===== config.mk =====
export PLATFORM = sky130hd
export DESIGN_NAME = mio_read_responder
export DESIGN_NICKNAME = d
export VERILOG_FILES = /design/src/rtl/mio_pkg.sv /design/src/rtl/mio_sck_edge.sv /design/src/rtl/mio_byte_store.sv /design/src/rtl/mio_serializer.sv /design/src/rtl/mio_read_responder.sv
export SDC_FILE = /design/constraint.sdc
export NUM_CORES = 2
export LEC_CHECK = 0
export ABC_AREA = 1
export BUFFER_PORTS_ARGS = -buffer_cell sky130_fd_sc_hd__buf_2
export CAP_MARGIN = 10
export CORE_MARGIN = 2
export CORE_UTILIZATION = 55
export CTS_CLUSTER_SIZE = 8
export DETAILED_ROUTE_END_ITERATION = 10
export PLACE_DENSITY = 0.71
export SETUP_SLACK_MARGIN = 0.4
export SYNTH_ARGS = -nofsm -noshare
export SYNTH_HDL_FRONTEND = slang
export SYNTH_HIERARCHICAL = 1
export SYNTH_SLANG_ARGS = --single-unit

===== constraint.sdc =====
create_clock -name clk -period 2.7 [get_ports clk]
set_clock_uncertainty 0.15 [all_clocks]
set_input_delay 0.135 -clock clk [delete_from_list [all_inputs] [get_ports clk]]
set_output_delay 0.135 -clock clk [all_outputs]
set_load 0.01 [all_outputs]

===== src/rtl/mio_pkg.sv =====
package mio_pkg;

    localparam int ADDR_BITS = 24;
    localparam logic [7:0] OP_READ_X2 = 8'hBB;
    localparam logic [7:0] OP_READ_X4 = 8'hEB;

    typedef enum logic [2:0] {
        PH_CMD,
        PH_ADDR,
        PH_WAIT,
        PH_DATA,
        PH_IDLE_SEL
    } phase_e;

    typedef enum logic {
        LANES2,
        LANES4
    } width_e;

    typedef struct packed {
        phase_e     phase;
        width_e     width;
        logic [7:0] cnt;
    } ctl_t;

    function automatic int addr_clocks(width_e w);
        return (w == LANES4) ? ADDR_BITS / 4 : ADDR_BITS / 2;
    endfunction

    function automatic logic [3:0] lane_mask(width_e w);
        return (w == LANES4) ? 4'b1111 : 4'b0011;
    endfunction

    function automatic logic [3:0] pick_slice(logic [7:0] b, width_e w, logic [1:0] idx);
        logic [3:0] r;
        if (w == LANES4) begin
            r = idx[0] ? b[3:0] : b[7:4];
        end else begin
            case (idx)
                2'd0:    r = {2'b00, b[7:6]};
                2'd1:    r = {2'b00, b[5:4]};
                2'd2:    r = {2'b00, b[3:2]};
                default: r = {2'b00, b[1:0]};
            endcase
        end
        return r;
    endfunction

endpackage


===== src/rtl/mio_sck_edge.sv =====
module mio_sck_edge (
    input  logic clk,
    input  logic rst,
    input  logic sck,
    output logic rise,
    output logic fall
);
    logic sck_q;

    always_ff @(posedge clk) begin
        if (rst) sck_q <= 1'b0;
        else     sck_q <= sck;
    end

    assign rise = sck & ~sck_q;
    assign fall = ~sck & sck_q;
endmodule


===== src/rtl/mio_byte_store.sv =====
module mio_byte_store #(
    parameter int DEPTH = 256,
    parameter int AW    = $clog2(DEPTH)
) (
    input  logic          clk,
    input  logic          wr_en,
    input  logic [AW-1:0] wr_addr,
    input  logic [7:0]    wr_data,
    input  logic [AW-1:0] rd_addr,
    output logic [7:0]    rd_data
);
    logic [7:0] cells [DEPTH];

    always_ff @(posedge clk) begin
        if (wr_en) cells[wr_addr] <= wr_data;
    end

    assign rd_data = cells[rd_addr];
endmodule


===== src/rtl/mio_serializer.sv =====
module mio_serializer
    import mio_pkg::*;
(
    input  logic [7:0] byte_in,
    input  width_e     width,
    input  logic [1:0] idx,
    output logic [3:0] lanes,
    output logic [3:0] mask
);
    always_comb begin
        lanes = pick_slice(byte_in, width, idx);
        mask  = lane_mask(width);
    end
endmodule


===== src/rtl/mio_read_responder.sv =====
module mio_read_responder
    import mio_pkg::*;
#(
    parameter int MEM_BYTES  = 256,
    parameter int DUAL_DUMMY = 4,
    parameter int QUAD_DUMMY = 6
) (
    input  logic                         clk,
    input  logic                         rst,
    input  logic                         cs_n,
    input  logic                         sck,
    input  logic [3:0]                   dq_in,
    output logic [3:0]                   dq_out,
    output logic [3:0]                   dq_oe,
    input  logic                         bd_we,
    input  logic [$clog2(MEM_BYTES)-1:0] bd_addr,
    input  logic [7:0]                   bd_wdata
);
    localparam int AW = $clog2(MEM_BYTES);
    localparam int CW = 8;
    localparam logic [AW-1:0] TOP_ADDR = AW'(MEM_BYTES - 1);

    ctl_t                 ctl;
    logic [7:0]           op_sr;
    logic [ADDR_BITS-1:0] addr_sr;
    logic [AW-1:0]        rd_ptr;
    logic [1:0]           slice;

    logic                 rise, fall;
    logic [7:0]           op_next;
    logic [ADDR_BITS-1:0] addr_next;
    logic [CW-1:0]        addr_last, wait_last;
    logic [1:0]           slice_last;
    logic [AW-1:0]        ptr_next;
    logic [7:0]           rd_byte;
    logic [3:0]           ser_lanes, ser_mask;

    mio_sck_edge u_edge (
        .clk  (clk),
        .rst  (rst),
        .sck  (sck),
        .rise (rise),
        .fall (fall)
    );

    mio_byte_store #(.DEPTH(MEM_BYTES), .AW(AW)) u_store (
        .clk     (clk),
        .wr_en   (bd_we),
        .wr_addr (bd_addr),
        .wr_data (bd_wdata),
        .rd_addr (rd_ptr),
        .rd_data (rd_byte)
    );

    mio_serializer u_ser (
        .byte_in (rd_byte),
        .width   (ctl.width),
        .idx     (slice),
        .lanes   (ser_lanes),
        .mask    (ser_mask)
    );

    always_comb begin
        op_next    = {op_sr[6:0], dq_in[0]};
        addr_next  = (ctl.width == LANES4) ? {addr_sr[ADDR_BITS-5:0], dq_in}
                                           : {addr_sr[ADDR_BITS-3:0], dq_in[1:0]};
        addr_last  = CW'(addr_clocks(ctl.width) - 1);
        wait_last  = (ctl.width == LANES4) ? CW'(QUAD_DUMMY - 1) : CW'(DUAL_DUMMY - 1);
        slice_last = (ctl.width == LANES4) ? 2'd1 : 2'd3;
        ptr_next   = (rd_ptr == TOP_ADDR) ? '0 : rd_ptr + 1'b1;
    end

    always_ff @(posedge clk) begin
        if (rst) begin
            ctl     <= '{phase: PH_CMD, width: LANES2, cnt: '0};
            op_sr   <= '0;
            addr_sr <= '0;
            rd_ptr  <= '0;
            slice   <= '0;
            dq_out  <= '0;
            dq_oe   <= '0;
        end else if (cs_n) begin
            ctl.phase <= PH_CMD;
            ctl.cnt   <= '0;
            slice     <= '0;
            dq_out    <= '0;
            dq_oe     <= '0;
        end else begin
            case (ctl.phase)
                PH_CMD: if (rise) begin
                    op_sr <= op_next;
                    if (ctl.cnt == CW'(7)) begin
                        ctl.cnt <= '0;
                        if (op_next == OP_READ_X2) begin
                            ctl.phase <= PH_ADDR;
                            ctl.width <= LANES2;
                        end else if (op_next == OP_READ_X4) begin
                            ctl.phase <= PH_ADDR;
                            ctl.width <= LANES4;
                        end else begin
                            ctl.phase <= PH_IDLE_SEL;
                        end
                    end else begin
                        ctl.cnt <= ctl.cnt + 1'b1;
                    end
                end
                PH_ADDR: if (rise) begin
                    addr_sr <= addr_next;
                    if (ctl.cnt == addr_last) begin
                        rd_ptr    <= addr_next[AW-1:0];
                        ctl.cnt   <= '0;
                        ctl.phase <= PH_WAIT;
                    end else begin
                        ctl.cnt <= ctl.cnt + 1'b1;
                    end
                end
                PH_WAIT: if (rise) begin
                    if (ctl.cnt == wait_last) begin
                        ctl.cnt   <= '0;
                        ctl.phase <= PH_DATA;
                    end else begin
                        ctl.cnt <= ctl.cnt + 1'b1;
                    end
                end
                PH_DATA: if (fall) begin
                    dq_out <= ser_lanes;
                    dq_oe  <= ser_mask;
                    if (slice == slice_last) begin
                        slice  <= '0;
                        rd_ptr <= ptr_next;
                    end else begin
                        slice <= slice + 1'b1;
                    end
                end
                default: ;
            endcase
        end
    end
endmodule


## Yosys cells after proc, flatten, opt, wreduce, memory -nomap -nowiden

Memories as Yosys holds them, arrays and structs flattened. A register that Yosys moved wholly into a read port is not among the register bits.
Index checks and enable logic that the tools add are counted.

| cells by class | value |
|---|---|
| $add $sub $neg | 4 |
| multiply operators | 0 |
| div/mod/pow operators | 0 |
| $lt $le $gt $ge | 0 |
| equal/unequal tests | 20 |
| shift-type cells | 0 |
| multiplexer cells | 35 |
| bitwise logic cells | 5 |
| reduce and logical (&&, ||, !) cells | 13 |

Operators by type and width:

| operator | count |
|---|---|
| $mux 8 | 13 |
| $eq 8x8->1 const B | 3 |
| $mux 4 | 6 |
| $pmux 8 s3 | 1 |
| $mux 3 | 6 |
| $add 8x1->8 const B | 2 |
| $ne 2x2->1 const B | 8 |
| $pmux 8 s2 | 1 |
| $mux 12 | 1 |
| $pmux 3 s3 | 1 |
| $eq 8x3->1 | 1 |
| $eq 8x3->1 const B | 1 |
| $eq 8x8->1 | 1 |
| $reduce_and 7->1 | 1 |
| $eq 3x2->1 const B | 2 |
| $pmux 2 s3 | 1 |
| $reduce_and 3->1 | 2 |
| $reduce_and 6->1 | 1 |
| $reduce_and 5->1 | 1 |
| $sub 4x1->5 const B | 1 |
| $mux 2 | 2 |
| $reduce_and 4->1 | 1 |
| $reduce_bool 2->1 | 2 |
| $eq 3x1->1 const B | 1 |
| 12 further kinds | 17 |

| storage, ports and cells | value |
|---|---|
| flip-flop bits (word level) | 44 |
| latch bits | 0 |
| RAM bits | 2048 |
| ROM bits | 0 |
| word-level logic and storage cells | 88 |
| memories | 1 |

Memories:

| name | depth | width | rd ports | clocked after memory_dff | write ports | line | source |
|---|---|---|---|---|---|---|---|
| u_store.cells | 256 | 8 | 1 | 1 | 1 | mio_byte_store.sv:12 | `logic [7:0] cells [DEPTH];` |

## Logic depth before layout (Yosys ltp)

| depth | value |
|---|---|
| depth after elaboration | 8 |
| depth in mapped cells | 23 |
| gate-level depth less buffers | 19 |

## Cells and area by module

Netlist, hierarchy kept.

Modules (own cells, without submodules):

| module | times used | cells each | area an instance (µm²) |
|---|---|---|---|
| mio_byte_store | 1 | 6995 | 83236.1 |
| mio_read_responder | 1 | 319 | 2192.1 |
| mio_serializer | 1 | 38 | 192.7 |
| mio_sck_edge | 1 | 6 | 38.8 |

## Worst setup path before layout

No wires, ideal clock.

| timing path | value |
|---|---|
| path kind | reg-to-reg |
| from | register, netlist name rd_ptr[2] |
| to | register dq_out[0] |
| library setup time | 0.070 ns |
| data arrival time | 2.063 ns |
| path slack | 0.417 ns |
| cell stages (with the launch flop) | 20 |
| path buffers | 3 |
| period minus slack after synthesis | 2.283 ns |
| cell sequence | dfxtp_1 buf_2 clkbuf_1 clkbuf_1 nand3_1 nand3_1 nand3_1 nand3_1 nand3_1 nand2_1 nand2_1 nand2_1 inv_1 nand2_1 nand3_1 nand2_1 nand2_1 nand2_1 nand2_1 a21oi_1 |

RTL lines:

| what | line | source |
|---|---|---|
| end signal, assigned | mio_read_responder.sv:126 | `dq_out <= ser_lanes;` |
| end, declared | mio_read_responder.sv:13 | `output logic [3:0] dq_out,` |

==> key figures <==
Critical path
  • CP top delay family: simple AND/OR/NAND/NOR gates
  • CP Buf/Inv Count: 4
  • CP endpoint kind: flip-flop
  • CP startpoint: rd_ptr[0]
  • Setup CP Type: reg2reg
  • Worst path required time: 3.35 ns
  • Worst setup SP type: flip-flop
  • R2r startpoint: rd_ptr[0]
  • Crit-path max FO: 12
  • Slowest Stage Delay on Critical Path: 0.49 ns
  • Crit-path cells: buf_12 -> buf_16 -> buf_12 -> nand2_1 -> nand3_1 -> nand3_1 -> nand3_2 -> nand3_1 -> nand3_1 -> nand3_1 -> nand2_1 -> nand2_1 -> nand2_1 -> inv_1 -> nand2_1 -> nand3_1 -> nand2_1 -> nand2_1 -> nand2_1 -> nand2_1 -> a21oi_2
  • Cell mode on critical path: nand2_1
  • R2R setup slack: -0.34 ns
  • Arrival @ worst endpoint: 3.69 ns
  • Slowest cell on crit path: dfxtp_4

Die
  • Row count: 144
  • Initial Utilization: 0.555
  • Die Height: 399 µm
  • Die width: 399 µm
  • Placeable Area: 0.154 mm²
  • DIE AREA: 0.159 mm²
  • I/O pin total: 33

Placement
  • PortBufs: 32
  • GPL Wtd Cong: 0.966
  • Worst slack at placement: -0.354 ns
  • DP HPWL: 149 mm

Global routing
  • Largest net degree at the start of global routing: 96
  • Grt total ovfl: 0
  • Vias in the first global route: 59,700
  • All-Layer GR Usage: 0.309
  • Initial antenna violation count: 8
  • First-pass GRT wire length: 368 mm

Finish
  • Leading cell type in the layout, fill and taps excluded: nand2_1
  • Layout area overhead: 19.9%
  • Most frequent cells in the layout: nand2_1, edfxtp_1, nand3_1
  • Ratio of cells with drive above 1 in the final layout: 0.150
  • Area of the multi-input gates: 0.0211 mm²
  • # fillers: 10,500
  • Fin nets: 7,951
  • Storage cell area: 0.0624 mm²
  • Final core occ: 0.665

Routing
  • Drc violations: 0
  • Length of the first detailed-routing pass in iterations: 8
  • Vias/cell: 6.14
  • Total number of vias: 61,600
  • DR WL/cell: 24.6 µm
  • Post-Route WL: 247 mm
  • DRT iter0 DRCs: 8,980
  • DRT antenna net count: 0

Status
  • Failing checks: setup timing
  • Status: finished, violations left

STA
  • Worst slew pin tran: 1.02 ns
  • Max Slew Vio Count: 0
  • Achievable Freq: 329 MHz
  • Final worst-path cycle share: 1.12
  • Worst setup margin: -0.337 ns
  • Hold Vio Cnt, Final: 0
  • Final Critical Period: 3.04 ns
  • Slew HR: 0.316
  • # setup viols final: 4
  • RSZ-0062 raised after global routing: true

Power and ir drop
  • P_leak: 0.0369 µW
  • VDD IR max: 0.714 mV
  • Power density cells: 686 mW/mm²

Yosys
  • Synthesis Warnings: 6
  • Mapped Area: 0.0857 mm²
  • Sequential share of the synthesized area: 0.728
  • Syn avg cell area: 11.6 µm²
  • Mapped Cells: 7,358
  • Seq cells post-synth: 2,092
  • Post-synth cell types: 43

Hold path
  • Hold Path Class: in2reg
  • HP Start: cs_n

Clock network
  • H-tree depth: 5
  • Clock latency on the worst-skew pair: 0.92 ns
  • CTS Buffer Depth: 4
  • Num CTS Buffers: 311
  • Clk sink count: 2,092
  • Root buffer cell: clkbuf_16
  • CTS tree: built
  • Clock transition at path regs: 0.05 ns

Job
  • Max-Cap Viols: 0
-- tightest hold or removal path: stages --
cell	delay [ns]
dlygate4sd3_1	0.54
buf_2	0.20
nor3_1	0.08
nor2_1	0.11
-- metal layers --
metal	global-route usage	up-vias	wire, µm
li1	-	27100	-
met1	0.418	29800	91200
met2	0.486	4049	116000
met3	0.0693	665	28700
met4	0.133	6	10800
met5	0	-	37
-- power breakdown --
part           leakage [µW]  total (µW)  internal, µW  switching, µW
sequential           0.0188       35800         35800           22.5
clock               0.00401       33600         20800          12800
combinational        0.0142        1070           204            862
-- state kept, by name (all words and copies together) (netlist names) --
register,cells
ctl,12
dq_out,4
u_edge/sck_q,1
rd_ptr,8
u_store/cells,2048
slice,2
addr_sr,6
dq_oe,4
op_sr,7
-- worst paths after layout --
check,end,depth (start not counted)
max,dq_out[0],21
min,addr_sr[1],4
max reg2reg,dq_out[0],21
min reg2reg,dq_oe[0],2
-- repair_timing --
item / CTS / global route
hold endpoints to repair: 2495 / 0
pin swaps: 12 / 13
endpoints found under the setup margin: 11 / 129
buffers inserted: 15 / 11
gates cloned: 12 / 5
resized for setup: 124 / 76
hold buffers: 33 / 0
-- stage by stage --
| stage | area, µm² | std cells | TNS (ns) | total power [µW] | hold slack [ns] |
|---|---|---|---|---|---|
| floorplan | 85700 | 7359 | 0 | 36600 | 0.0574 |
| global placement | 92500 | 9579 | -1.30 | 37400 | 0.272 |
| detailed placement | 92500 | 9579 | -1.28 | 37400 | 0.276 |
| CTS | 102000 | 10000 | -0.914 | 70700 | 0.0338 |
| global route | 103000 | 10000 | -1.66 | 72100 | 0.0637 |
| finish | 103000 | 10000 | -1.20 | 70500 | 0.0858 |
-- cell families after synthesis --
| group | share of synthesized area |
|---|---|
| other | 0.0000438 |
| AO/OA/AOI/OAI | 0.00495 |
| AND/OR/NAND/NOR | 0.233 |
| flip-flops | 0.728 |
| adder cells (fa/ha/maj) | 0.000292 |
| buffers and inverters | 0.0336 |
| XOR/XNOR | 0.000409 |
-- cell usage after synthesis --
cell	n	share of area
nand2_1	2209	0.097
edfxtp_1	2048	0.72
nand3_1	2042	0.12
nor2_1	329	0.014
buf_2	269	0.016
clkbuf_1	114	0.0050
inv_1	82	0.0036
buf_4	52	0.0046
dfxtp_1	44	0.010
buf_1	40	0.0018
a21oi_1	34	0.0020
o21ai_0	23	0.0013
buf_6	18	0.0024
nand4_1	6	0.00044
nand2_2	4	0.00029
nor3_1	4	0.00023
a211oi_1	3	0.00026
o22ai_1	3	0.00022
xor2_1	3	0.00031
a21oi_2	2	0.00020
ha_1	2	0.00029
inv_2	2	0.000088
nand3_2	2	0.00023
o211ai_1	2	0.00018
o21bai_1	2	0.00018
or2_2	2	0.00015
a21oi_4	1	0.00019
a221oi_1	1	0.00010
buf_8	1	0.00018
clkinv_1	1	0.000044
clkinv_4	1	0.00010
conb_1	1	0.000044
inv_4	1	0.000073
inv_6	1	0.00010
nand2_4	1	0.00013
nand3b_1	1	0.000088
nand3b_4	1	0.00023
nor2_2	1	0.000073
nor3_2	1	0.00012
o2111ai_1	1	0.00010
o221ai_1	1	0.00010
o31ai_1	1	0.000088
xnor2_1	1	0.00010
-- cell type report --
class | instances | share of cell area
Clock buffer | 368 | 0.0793
Inverter | 88 | 0.00364
Sequential cell | 2092 | 0.608
Timing Repair Buffer | 746 | 0.0783
Multi-Input combinational cell | 4685 | 0.205
Clock inverter | 8 | 0.000707
Tap cell | 2044 | 0.0249
Antenna cell | 7 | 0.000171
Note: power is estimated with default switching activity, not from simulation.
